### config.mk
export PLATFORM = sky130hd
export DESIGN_NAME = uart_mp
export DESIGN_NICKNAME = d
export VERILOG_FILES = /design/src/rtl/uart_mp_pkg.sv /design/src/rtl/uart_mp_baud.sv /design/src/rtl/uart_mp_tx.sv /design/src/rtl/uart_mp_rx.sv /design/src/rtl/uart_mp.sv
export SDC_FILE = /design/constraint.sdc
export NUM_CORES = 1
export LEC_CHECK = 0
export CAP_MARGIN = 20
export CELL_PAD_IN_SITES_DETAIL_PLACEMENT = 0
export CELL_PAD_IN_SITES_GLOBAL_PLACEMENT = 2
export CORE_ASPECT_RATIO = 0.9
export CORE_MARGIN = 10
export CORE_UTILIZATION = 36
export DETAILED_ROUTE_END_ITERATION = 6
export DONT_BUFFER_PORTS = 1
export GPL_ROUTABILITY_DRIVEN = 0
export GPL_TIMING_DRIVEN = 0
export PLACE_DENSITY = 0.81
export SETUP_SLACK_MARGIN = 0.5
export SYNTH_ARGS = -nofsm -noshare
export SYNTH_HDL_FRONTEND = slang
export SYNTH_SLANG_ARGS = --single-unit
export TNS_END_PERCENT = 10
### constraint.sdc
create_clock -name clk -period 2.8 [get_ports clk]
set_input_delay 0.56 -clock clk [delete_from_list [all_inputs] [get_ports clk]]
set_output_delay 0.56 -clock clk [all_outputs]
set_load 0.05 [all_outputs]
### src/rtl/uart_mp_pkg.sv
// Shared constants and state types for the marker-bit serial port.
// Assumes an 8-bit register bus and a 16-bit baud divisor.
package uart_mp_pkg;
    localparam int DW   = 8;    // data bits per character
    localparam int OSR  = 16;   // oversampling ticks per bit
    localparam int DIVW = 16;   // baud divisor width
    localparam int AW   = 3;    // register address width

    localparam logic [AW-1:0] A_DATA  = 3'd0;
    localparam logic [AW-1:0] A_STAT  = 3'd1;
    localparam logic [AW-1:0] A_CTRL  = 3'd2;
    localparam logic [AW-1:0] A_DIVL  = 3'd3;
    localparam logic [AW-1:0] A_DIVH  = 3'd4;
    localparam logic [AW-1:0] A_CTRLX = 3'd5;
    localparam logic [AW-1:0] A_MARK  = 3'd6;

    // control register bit positions
    localparam int C_TXEN = 0;
    localparam int C_RXEN = 1;
    localparam int C_CTSG = 2;
    localparam int C_PAR  = 3;
    localparam int C_ODD  = 4;
    localparam int C_BRK  = 5;
    localparam int C_STP2 = 6;
    localparam int CTRL_W = 7;

    typedef enum logic [2:0] {
        TX_IDLE, TX_START, TX_DATA, TX_PAR, TX_MARK, TX_STOP1, TX_STOP2
    } tx_state_e;

    typedef enum logic [2:0] {
        RX_IDLE, RX_START, RX_DATA, RX_PAR, RX_MARK, RX_STOP
    } rx_state_e;
endpackage

### src/rtl/uart_mp_baud.sv
// Oversampling tick generator: one-cycle tick every max(divisor,1) clocks.
// Assumes the divisor changes only while the port is disabled.
module uart_mp_baud #(
    parameter int DIVW = uart_mp_pkg::DIVW
) (
    input  logic            clk,
    input  logic            rst_n,
    input  logic [DIVW-1:0] divisor,
    output logic            tick
);
    logic [DIVW-1:0] cnt;

    // counts up to the divisor and emits a tick on wrap
    always_ff @(posedge clk) begin
        if (!rst_n) begin
            cnt  <= '0;
            tick <= 1'b0;
        end else if (({1'b0, cnt} + 1'b1) >= {1'b0, divisor}) begin
            cnt  <= '0;
            tick <= 1'b1;
        end else begin
            cnt  <= cnt + 1'b1;
            tick <= 1'b0;
        end
    end


    tick_spacing_chk: assert property (@(posedge clk) disable iff (!rst_n)
        (tick && divisor > 1) |=> !tick)
        else $error("tick_spacing_chk");
endmodule

### src/rtl/uart_mp_tx.sv
// Transmitter: one holding byte plus a shifter. It sends start, data LSB first,
// optional parity, the marker bit and one or two stop bits, 16 ticks per bit.
// Assumes format inputs are stable while a character is on the line.
module uart_mp_tx
    import uart_mp_pkg::*;
#(
    parameter int DW  = uart_mp_pkg::DW,
    parameter int OSR = uart_mp_pkg::OSR
) (
    input  logic          clk,
    input  logic          rst_n,
    input  logic          tick,
    input  logic          permit,
    input  logic          par_en,
    input  logic          par_odd,
    input  logic          two_stop,
    input  logic          load,
    input  logic [DW-1:0] load_data,
    input  logic          load_mark,
    output logic          hold_full,
    output logic          active,
    output logic          line
);
    localparam int SUBW = $clog2(OSR);
    localparam int BITW = $clog2(DW);

    tx_state_e       state;
    logic [DW-1:0]   hold_q, sh;
    logic            hold_mark, mark_q, par_q;
    logic [SUBW-1:0] sub;
    logic [BITW-1:0] bitn;

    assign active = (state != TX_IDLE);

    // holding register, start decision and serial sequencing
    always_ff @(posedge clk) begin
        if (!rst_n) begin
            state     <= TX_IDLE;
            hold_q    <= '0;
            hold_mark <= 1'b0;
            hold_full <= 1'b0;
            sh        <= '0;
            mark_q    <= 1'b0;
            par_q     <= 1'b0;
            sub       <= '0;
            bitn      <= '0;
            line      <= 1'b1;
        end else begin
            if (load && !hold_full) begin
                hold_q    <= load_data;
                hold_mark <= load_mark;
                hold_full <= 1'b1;
            end
            if (tick) begin
                if (state == TX_IDLE) begin
                    if (hold_full && permit) begin
                        sh        <= hold_q;
                        mark_q    <= hold_mark;
                        par_q     <= (^hold_q) ^ par_odd;
                        hold_full <= 1'b0;
                        state     <= TX_START;
                        sub       <= '0;
                        line      <= 1'b0;
                    end
                end else if (sub != SUBW'(OSR - 1)) begin
                    sub <= sub + 1'b1;
                end else begin
                    sub <= '0;
                    unique case (state)
                        TX_START: begin
                            state <= TX_DATA;
                            bitn  <= '0;
                            line  <= sh[0];
                        end
                        TX_DATA: begin
                            if (bitn == BITW'(DW - 1)) begin
                                state <= par_en ? TX_PAR : TX_MARK;
                                line  <= par_en ? par_q : mark_q;
                            end else begin
                                bitn <= bitn + 1'b1;
                                sh   <= sh >> 1;
                                line <= sh[1];
                            end
                        end
                        TX_PAR: begin
                            state <= TX_MARK;
                            line  <= mark_q;
                        end
                        TX_MARK: begin
                            state <= TX_STOP1;
                            line  <= 1'b1;
                        end
                        TX_STOP1: state <= two_stop ? TX_STOP2 : TX_IDLE;
                        default:  state <= TX_IDLE;
                    endcase
                end
            end
        end
    end


    tx_start_permit_chk: assert property (@(posedge clk) disable iff (!rst_n)
        $rose(active) |-> $past(permit))
        else $error("tx_start_permit_chk");


    tx_hold_kept_chk: assert property (@(posedge clk) disable iff (!rst_n)
        (hold_full && !permit) |=> hold_full)
        else $error("tx_hold_kept_chk");
endmodule

### src/rtl/uart_mp_rx.sv
// Receiver: finds a start edge, confirms it at mid start bit, then samples
// every following bit at mid-bit. It pulses deliver with byte, marker and error flags.
// Assumes a line that is already synchronized to clk.
module uart_mp_rx
    import uart_mp_pkg::*;
#(
    parameter int DW  = uart_mp_pkg::DW,
    parameter int OSR = uart_mp_pkg::OSR
) (
    input  logic          clk,
    input  logic          rst_n,
    input  logic          tick,
    input  logic          enable,
    input  logic          par_en,
    input  logic          par_odd,
    input  logic          line,
    output logic          deliver,
    output logic [DW-1:0] data,
    output logic          mark,
    output logic          perr,
    output logic          ferr
);
    localparam int SUBW = $clog2(OSR);
    localparam int BITW = $clog2(DW);

    rx_state_e       state;
    logic [DW-1:0]   sh;
    logic            pbit, mark_r;
    logic [SUBW-1:0] sub;
    logic [BITW-1:0] bitn;

    // bit-time sequencing and mid-bit sampling
    always_ff @(posedge clk) begin
        if (!rst_n) begin
            state   <= RX_IDLE;
            sh      <= '0;
            pbit    <= 1'b0;
            mark_r  <= 1'b0;
            sub     <= '0;
            bitn    <= '0;
            deliver <= 1'b0;
            data    <= '0;
            mark    <= 1'b0;
            perr    <= 1'b0;
            ferr    <= 1'b0;
        end else begin
            deliver <= 1'b0;
            if (!enable) begin
                state <= RX_IDLE;
            end else if (tick) begin
                if (state == RX_IDLE) begin
                    if (!line) begin
                        state <= RX_START;
                        sub   <= '0;
                    end
                end else if (state == RX_START) begin
                    if (sub == SUBW'(OSR / 2 - 1)) begin
                        sub   <= '0;
                        bitn  <= '0;
                        state <= line ? RX_IDLE : RX_DATA;
                    end else begin
                        sub <= sub + 1'b1;
                    end
                end else if (sub != SUBW'(OSR - 1)) begin
                    sub <= sub + 1'b1;
                end else begin
                    sub <= '0;
                    unique case (state)
                        RX_DATA: begin
                            sh <= {line, sh[DW-1:1]};
                            if (bitn == BITW'(DW - 1))
                                state <= par_en ? RX_PAR : RX_MARK;
                            else
                                bitn <= bitn + 1'b1;
                        end
                        RX_PAR: begin
                            pbit  <= line;
                            state <= RX_MARK;
                        end
                        RX_MARK: begin
                            mark_r <= line;
                            state  <= RX_STOP;
                        end
                        default: begin
                            deliver <= 1'b1;
                            data    <= sh;
                            mark    <= mark_r;
                            perr    <= par_en && ((^sh) ^ pbit ^ par_odd);
                            ferr    <= !line;
                            state   <= RX_IDLE;
                        end
                    endcase
                end
            end
        end
    end


    rx_off_idle_chk: assert property (@(posedge clk) disable iff (!rst_n)
        !enable |=> (state == RX_IDLE && !deliver))
        else $error("rx_off_idle_chk");
endmodule

### src/rtl/uart_mp.sv
// Top: register bus, control and status registers, input synchronizer,
// loopback select and break forcing around the baud, tx and rx units.
// Assumes software writes control registers only while the port is disabled.
module uart_mp
    import uart_mp_pkg::*;
(
    input  logic          clk,
    input  logic          rst_n,
    input  logic [AW-1:0] reg_addr,
    input  logic          reg_wr,
    input  logic          reg_rd,
    input  logic [DW-1:0] reg_wdata,
    output logic [DW-1:0] reg_rdata,
    input  logic          rxd,
    output logic          txd,
    input  logic          cts_n,
    output logic          rx_ready
);
    logic [CTRL_W-1:0] ctrl_q;
    logic              loop_q;
    logic [DIVW-1:0]   div_q;
    logic              tick, permit, tx_load, hold_full, tx_active, tx_line;
    logic              rx_deliver, rx_mark, rx_perr, rx_ferr, rx_line;
    logic [DW-1:0]     rx_byte, rx_data_q;
    logic              rx_valid_q, new_frame_q, mark_last_q, perr_q, ferr_q;
    logic [1:0]        rxd_sync;
    logic              rd_data;

    assign permit   = ctrl_q[C_TXEN] && !(ctrl_q[C_CTSG] && cts_n);
    assign tx_load  = reg_wr && (reg_addr == A_DATA || reg_addr == A_MARK);
    assign rd_data  = reg_rd && (reg_addr == A_DATA);
    assign rx_line  = loop_q ? txd : rxd_sync[1];
    assign rx_ready = rx_valid_q;

    uart_mp_baud #(.DIVW(DIVW)) i_baud (
        .clk(clk), .rst_n(rst_n), .divisor(div_q), .tick(tick)
    );

    uart_mp_tx #(.DW(DW), .OSR(OSR)) i_tx (
        .clk(clk), .rst_n(rst_n), .tick(tick), .permit(permit),
        .par_en(ctrl_q[C_PAR]), .par_odd(ctrl_q[C_ODD]), .two_stop(ctrl_q[C_STP2]),
        .load(tx_load), .load_data(reg_wdata), .load_mark(reg_addr == A_MARK),
        .hold_full(hold_full), .active(tx_active), .line(tx_line)
    );

    uart_mp_rx #(.DW(DW), .OSR(OSR)) i_rx (
        .clk(clk), .rst_n(rst_n), .tick(tick), .enable(ctrl_q[C_RXEN]),
        .par_en(ctrl_q[C_PAR]), .par_odd(ctrl_q[C_ODD]), .line(rx_line),
        .deliver(rx_deliver), .data(rx_byte), .mark(rx_mark),
        .perr(rx_perr), .ferr(rx_ferr)
    );

    // configuration register writes
    always_ff @(posedge clk) begin
        if (!rst_n) begin
            ctrl_q <= '0;
            loop_q <= 1'b0;
            div_q  <= '0;
        end else if (reg_wr) begin
            unique case (reg_addr)
                A_CTRL:  ctrl_q        <= reg_wdata[CTRL_W-1:0];
                A_CTRLX: loop_q        <= reg_wdata[0];
                A_DIVL:  div_q[7:0]    <= reg_wdata;
                A_DIVH:  div_q[15:8]   <= reg_wdata;
                default: ;
            endcase
        end
    end

    // two-flop synchronizer on the external receive line
    always_ff @(posedge clk) begin
        if (!rst_n) rxd_sync <= 2'b11;
        else        rxd_sync <= {rxd_sync[0], rxd};
    end

    // serial output register with break forcing
    always_ff @(posedge clk) begin
        if (!rst_n) txd <= 1'b1;
        else        txd <= ctrl_q[C_BRK] ? 1'b0 : tx_line;
    end

    // receive status: read of the data register clears, a new byte wins
    always_ff @(posedge clk) begin
        if (!rst_n) begin
            rx_data_q   <= '0;
            rx_valid_q  <= 1'b0;
            new_frame_q <= 1'b0;
            mark_last_q <= 1'b0;
            perr_q      <= 1'b0;
            ferr_q      <= 1'b0;
        end else if (rx_deliver) begin
            rx_data_q   <= rx_byte;
            rx_valid_q  <= 1'b1;
            new_frame_q <= rx_mark;
            mark_last_q <= rx_mark;
            perr_q      <= rx_perr;
            ferr_q      <= rx_ferr;
        end else if (rd_data) begin
            rx_valid_q  <= 1'b0;
            new_frame_q <= 1'b0;
            mark_last_q <= 1'b0;
            perr_q      <= 1'b0;
            ferr_q      <= 1'b0;
        end
    end

    // read data multiplexer
    always_comb begin
        unique case (reg_addr)
            A_DATA:  reg_rdata = rx_data_q;
            A_STAT:  reg_rdata = {1'b0, ferr_q, perr_q, mark_last_q, new_frame_q,
                                  tx_active, hold_full, rx_valid_q};
            A_CTRL:  reg_rdata = {1'b0, ctrl_q};
            A_DIVL:  reg_rdata = div_q[7:0];
            A_DIVH:  reg_rdata = div_q[15:8];
            A_CTRLX: reg_rdata = {7'b0, loop_q};
            default: reg_rdata = '0;
        endcase
    end


    rd_clear_chk: assert property (@(posedge clk) disable iff (!rst_n)
        (rd_data && !rx_deliver) |=> (!rx_ready && !new_frame_q && !mark_last_q))
        else $error("rd_clear_chk");


    brk_line_chk: assert property (@(posedge clk) disable iff (!rst_n)
        ctrl_q[C_BRK] |=> !txd)
        else $error("brk_line_chk");


    rsvd_zero_chk: assert property (@(posedge clk) disable iff (!rst_n)
        (reg_addr == A_CTRLX || reg_addr == A_CTRL) |-> (reg_rdata[7] == 1'b0))
        else $error("rsvd_zero_chk");
endmodule

# Word-level counts from Yosys, hierarchy flattened
# Index checks and enable logic that the tools add are counted.
dict set report totals {
  reg_bits 119
  input_bits 17
  elab_cells 183
}
dict set report op_classes {
  n_addsub 6
  magnitude_cmp 1
  eq_ne 32
  muxes 55
  bitwise_logic 12
  reduce_logical 43
}
# op n
set ops {}
lappend ops {{3-bit 2-to-1 mux} 18}
lappend ops {{8-bit case mux with 6 select lines} 1}
lappend ops {{8-bit 2-to-1 mux} 5}
lappend ops {{4-bit 2-to-1 mux} 8}
lappend ops {{3-bit equality test (second input constant)} 8}
lappend ops {{6-bit AND reduction} 4}
lappend ops {{3-bit by 2-bit equality test with 1-bit output (second input constant)} 6}
lappend ops {{1-bit 2-to-1 mux} 18}
lappend ops {{16-bit by 1-bit adder with 17-bit output (second input constant)} 1}
lappend ops {{17-bit by 16-bit >= comparator with 1-bit output} 1}
lappend ops {{16-bit by 1-bit adder with 16-bit output (second input constant)} 1}
lappend ops {{8-bit parity} 2}
lappend ops {{3-bit case mux with 5 select lines} 1}
lappend ops {{5-bit AND reduction} 3}
lappend ops {{2-bit AND reduction} 6}
lappend ops {{3-bit by 1-bit equality test with 1-bit output (second input constant)} 3}
lappend ops {{3-bit zero test} 3}
lappend ops {{1-bit NOT} 9}
lappend ops {{3-bit case mux with 3 select lines} 1}
lappend ops {{4-bit by 1-bit adder with 4-bit output (second input constant)} 2}
lappend ops {{2-bit by 1-bit inequality test with 1-bit output (second input constant)} 4}
lappend ops {{2-bit inequality test (second input constant)} 4}
lappend ops {{4-bit inequality test (second input constant)} 2}
lappend ops {{4-bit AND reduction} 2}
lappend ops {{20 further kinds} 36}

# Logic depth before layout (Yosys ltp)
dict set report depth {
  depth_word 8
  ltp_mapped 12
  depth_no_buf 11
}

# Cells and area by module
# A second synthesis with hierarchy kept.
dict set report hier_totals {
  hier_cells 681
  hier_area_um2 6237.2
}
# mod instances cells_per_inst area_each_um2 seq_area_each_um2
set by_module_without_submodules {}
lappend by_module_without_submodules {uart_mp 1 189 1904.3 780.7}
lappend by_module_without_submodules {uart_mp_tx 1 197 1615.3 620.6}
lappend by_module_without_submodules {uart_mp_rx 1 164 1520.2 640.6}
lappend by_module_without_submodules {uart_mp_baud 1 131 1197.4 340.3}

# Least setup slack after synthesis
# No wires, ideal clock.
dict set report synth_path {
  kind {in2out}
  start {input reg_addr[1]}
  end {output reg_rdata[1]}
  t_arrival_ps 2590
  t_required_ps 2240
  slack_ps -350
  stages 6
  path_buffers 2
  cell_sequence {clkbuf_1 clkbuf_1 mux2i_1 nor2_1 a21oi_1 o21ai_0}
}
dict set report synth_via {
  elab_chain_cells 2
}
# element line
set synth_lines {}
lappend synth_lines {{start: declaration} uart_mp.sv:9} ;# input logic [AW-1:0] reg_addr,
lappend synth_lines {{3-bit equality test (tied with other cells)} uart_mp.sv:109} ;# unique case (reg_addr)
lappend synth_lines {{8-bit case mux with 6 select lines *} uart_mp.sv:109}
lappend synth_lines {{end: declaration} uart_mp.sv:13} ;# output logic [DW-1:0] reg_rdata,
# Every way passes the cells marked *; elsewhere a longest branch is shown, timed or not.

# Final worst setup path
dict set report layout_path {
  start {register i_baud.cnt[0]}
  end {register i_baud.cnt[0]}
}
dict set report layout_via {
  elab_chain_cells 3
}
# element line
set layout_lines {}
lappend layout_lines {{start: declaration} uart_mp_baud.sv:11} ;# logic [DIVW-1:0] cnt;
lappend layout_lines {{start signal: assignment} uart_mp_baud.sv:22} ;# cnt <= cnt + 1'b1;
lappend layout_lines {{16-bit by 1-bit adder with 17-bit output} uart_mp_baud.sv:18} ;# end else if (({1'b0, cnt} + 1'b1) >= {1'b0, divisor}) begin
lappend layout_lines {{17-bit by 16-bit >= comparator with 1-bit output} uart_mp_baud.sv:18}
lappend layout_lines {{2-bit OR reduction (no line)} n/a}
# Parallel ways exist; a longest one is shown, timed or not.
# A chain may end at the register's enable or synchronous reset.

==> key figures <==
Route
  – Routed WL: around 17000 um
  – Drt pass-1 iters: 5
  – Drt drc: 0
  – Via Count: a little under 5000
  – Routed length per instance: around 18 um
  – DRT iter0 DRCs: 355
  – Antenna-violating nets left: 0
  – Via density: 5.25

Final layout
  – Register Area: roughly 2400 sq um
  – Fillers: 1528
  – Final instance area: 7200 sq um
  – Final Non-Filler Cells: around 930
  – P&R area growth vs syn: 23.4%
  – Multi-input gate area: 3510 sq um
  – Layout cells sized above 1: 17.7%
  – Nets@finish: roughly 750
  – N_diodes: 0

Worst hold path
  – Hold Crit Class: in2reg

Power and ir drop
  – NetSw: between 1 and 1.5 mW
  – Max VDD drop: approximately 0.42 mV
  – Comb power frac: between 10% and 20%
  – Sequential Power Share: about two fifths
  – PwrDens: between 600 and 700 nW/um^2
  – Leak Pwr: approximately 2.7 nW
  – Cell Int Power: about 3.5 mW
  – Sw frac: 24.9%
  – Clock power share: about half
  – Total power draw: between 4 and 5 mW

Global route
  – Grt ovf: 0
  – First-pass GRT wire length: 26800 um
  – GRT Overall Usage: approximately 16%
  – Pin count of the biggest net entering global routing: 17
  – Vias in the first global route: 4967
  – Initial antenna violation count: 1

Yosys
  – Post-synthesis cell type count: between 50 and 60
  – Register bit total from synthesis: between 100 and 150
  – Synth Warn #: 0
  – Syn_area_per_cell: 8.62 sq um
  – Primary FF master, synth: dfxtp_1
  – Mapped cell area: about 5800 sq um
  – Net count after synthesis: slightly above 700
  – Seq/Total Area, Yosys: between 40% and 50%
  – Asr flop ratio synth: 0%
  – Syn Inst Count: roughly 680
  – Number of enable flip-flop cells after synthesis: 0

Worst setup path
  – CP most frequent cell: nand4_1
  – Crit-path cells: nand2_2, nor4_4, nand4_1, xnor2_2, ha_1, nand4_1, nor3_1, a221oi_4, nand4_1, clkbuf_8, nor3_4
  – Slowest-stage cell, CP: dfxtp_4
  – CP Data Required Time: about 3100 ps
  – Max FO, Critical Path: 5
  – Critical Path Max Stage Delay: roughly 370 ps
  – Worst Path Arrival: ~3000 ps
  – Crit Path Category: reg2reg
  – Worst setup EP type: register
  – CP startpoint kind: register

Timing
  – Actual slew at the worst max-slew pin: around 830 ps
  – Final period utilization: between 90% and 100%
  – RSZ-0062 raised after global routing: true
  – Setup WS post-layout: 136 ps
  – Final Hold Fails: 0
  – Fmax achieved: roughly 0.38 GHz
  – Setup Viol. Count Final: 0
  – Relative slew slack: approximately 44%
  – Hold Slack: approximately 250 ps
  – Post-Route Skew: 8.64 ps
  – Final min period: 2660 ps
  – Final max-slew violation count: 0

Clock network
  – Clk Tree Root Cell: clkbuf_16
  – Clock insertion delay at the later pin of the skew report: about 400 ps
  – Clk buf depth: 2
  – CTS tree: done
  – # clock sinks: around 120
  – Hold buffer count at cts: 0
  – Clock buffer count from CTS: 17
  – H-tree depth: 4
  – Clock slew seen by the registers of the worst setup and hold paths: 50 ps

Floorplan
  – Core ar.: approximately 16000 sq um
  – Width of the chip: between 150 and 200 um
  – Ports: 27
  – Die Ht: 141 um
  – Initial core utilization: between 30 and 40%
  – Die area: approximately 22000 sq um
  – Cell Rows: between 40 and 50

Run
  – Number of max-cap violations: 0

Place
  – Placement Cell Area: between 6000 and 7000 sq um
  – DP HPWL: approximately 12000 um
  – Cell Count Post-Placement: approximately 880
  – Count of input and output buffers: 0
  – Pre-CTS setup slack: -420 ps

Outcome
  – Status: finished, final reports clean
cells by family after synthesis:
logic type | after synthesis | synth area share (%)
compound gates | 104 | 10.8
buf+inv | 64 | 4.48
flops | 119 | 40.8
fa+ha+maj | 23 | 4.93
mux | 60 | 11.0
xor+xnor | 32 | 5.27
simple gates | 275 | 22.7
per-stage QoR:
stage | TNS, ps | util [%]
after floorplan | 0 | -
after global placement | -1990 | 39.1
after detailed placement | -4720 | 39.1
after CTS | 0 | 43.9
after global routing | -161 | 45.0
final | 0 | 45.0
worst paths after layout:
| check | startpoint | slack [ps] | endpoint | depth (start not counted) |
|---|---|---|---|---|
| max | i_baud.cnt[0] | 140 | i_baud.cnt[0] | 11 |
| min | rxd | 250 | rxd_sync[0] | 1 |
| max reg2reg | i_baud.cnt[0] | 140 | i_baud.cnt[0] | 11 |
| min reg2reg | rxd_sync[0] | 410 | rxd_sync[1] | 1 |
power by group through the flow:
stage / Combinational [mW] / Clock, mW / Sequential [mW]
floorplan: 0.345 / 0 / 1.82
global placement: 0.449 / 0 / 1.84
detailed placement: 0.464 / 0 / 1.84
CTS: 0.546 / 2.26 / 1.80
global route: 0.646 / 2.35 / 1.81
finish: 0.591 / 2.22 / 1.80
state kept, by name, summed over array words and instances, names as in the netlist, 4 cells and up:
signal,count
i_rx.sh,8
i_tx.sh,8
ctrl_q,7
i_tx.sub,4
i_tx.hold_q,8
rx_data_q,8
i_rx.data,8
div_q,16
i_baud.cnt,16
i_rx.sub,4
routing by layer:
layer	part of all wire (%)	track usage [%]	wire, um
met1	47	19.4	7800
met3	5.7	4.74	949
met5	0.060	0	10
met4	2.5	6.81	418
met2	45	24.3	7540
placed cells by master (no fill, tap or decap), types with 16 or more instances in the layout:
| cell type | Yosys | layout |
|---|---|---|
| nand2_1 | 80 | 77 |
| clkbuf_16 | 0 | 18 |
| buf_4 | 2 | 16 |
| nand3_1 | 23 | 21 |
| dfxtp_1 | 119 | 105 |
| mux2i_1 | 56 | 56 |
| a21oi_1 | 44 | 42 |
| xnor2_1 | 24 | 19 |
| nor2_1 | 84 | 82 |
| inv_1 | 27 | 26 |
| ha_1 | 23 | 20 |
critical path, delay by kind of cell (launching register included):
kind	cells	cell delay (ps)
simple gates	7	1180
xor+xnor	1	180
compound gates	1	300
buf+inv	1	230
fa+ha+maj	1	320
flops	1	370
cells in the mapped netlist (all sizes together), types with 3 or more instances:
cell type	n	area, sq um
dfxtp	119	2380
nor2	85	322
nand2	80	300
mux2i	56	561
a21oi	44	220
inv	27	101
nand3	24	125
xnor2	24	210
ha	23	288
clkbuf	20	75.1
o21ai	20	100
buf	17	85.1
nor2b	13	81.3
nor3	11	60.1
and3	10	62.6
nand2b	8	50.1
nor3b	8	60.1
a311oi	7	61.3
nand4	7	43.8
a22oi	6	45.0
nand3b	6	45.0
xor2	6	52.6
a31oi	5	31.3
or3	5	31.3
and2	4	25.0
mux4	3	67.6
nor4	3	18.8
o22ai	3	18.8
repair_timing:
| item | in CTS | in global routing |
|---|---|---|
| pin swaps | 15 | 16 |
| hold endpoints to repair | 0 | 0 |
| buffers inserted | 11 | 3 |
| resized for setup | 21 | 42 |
| setup endpoints to repair | 25 | 33 |
| cloned | 1 | 0 |
area by class of cell:
class,count,share of cell area (%)
clock buffer,21,6.53
sequential,119,33.5
buffer,37,2.95
clock inverter,9,1.74
timing repair buffer,15,1.56
tap,207,3.60
multi-input combinational,494,48.7
inverter,27,1.41
Power figures use the tool's default switching activity.
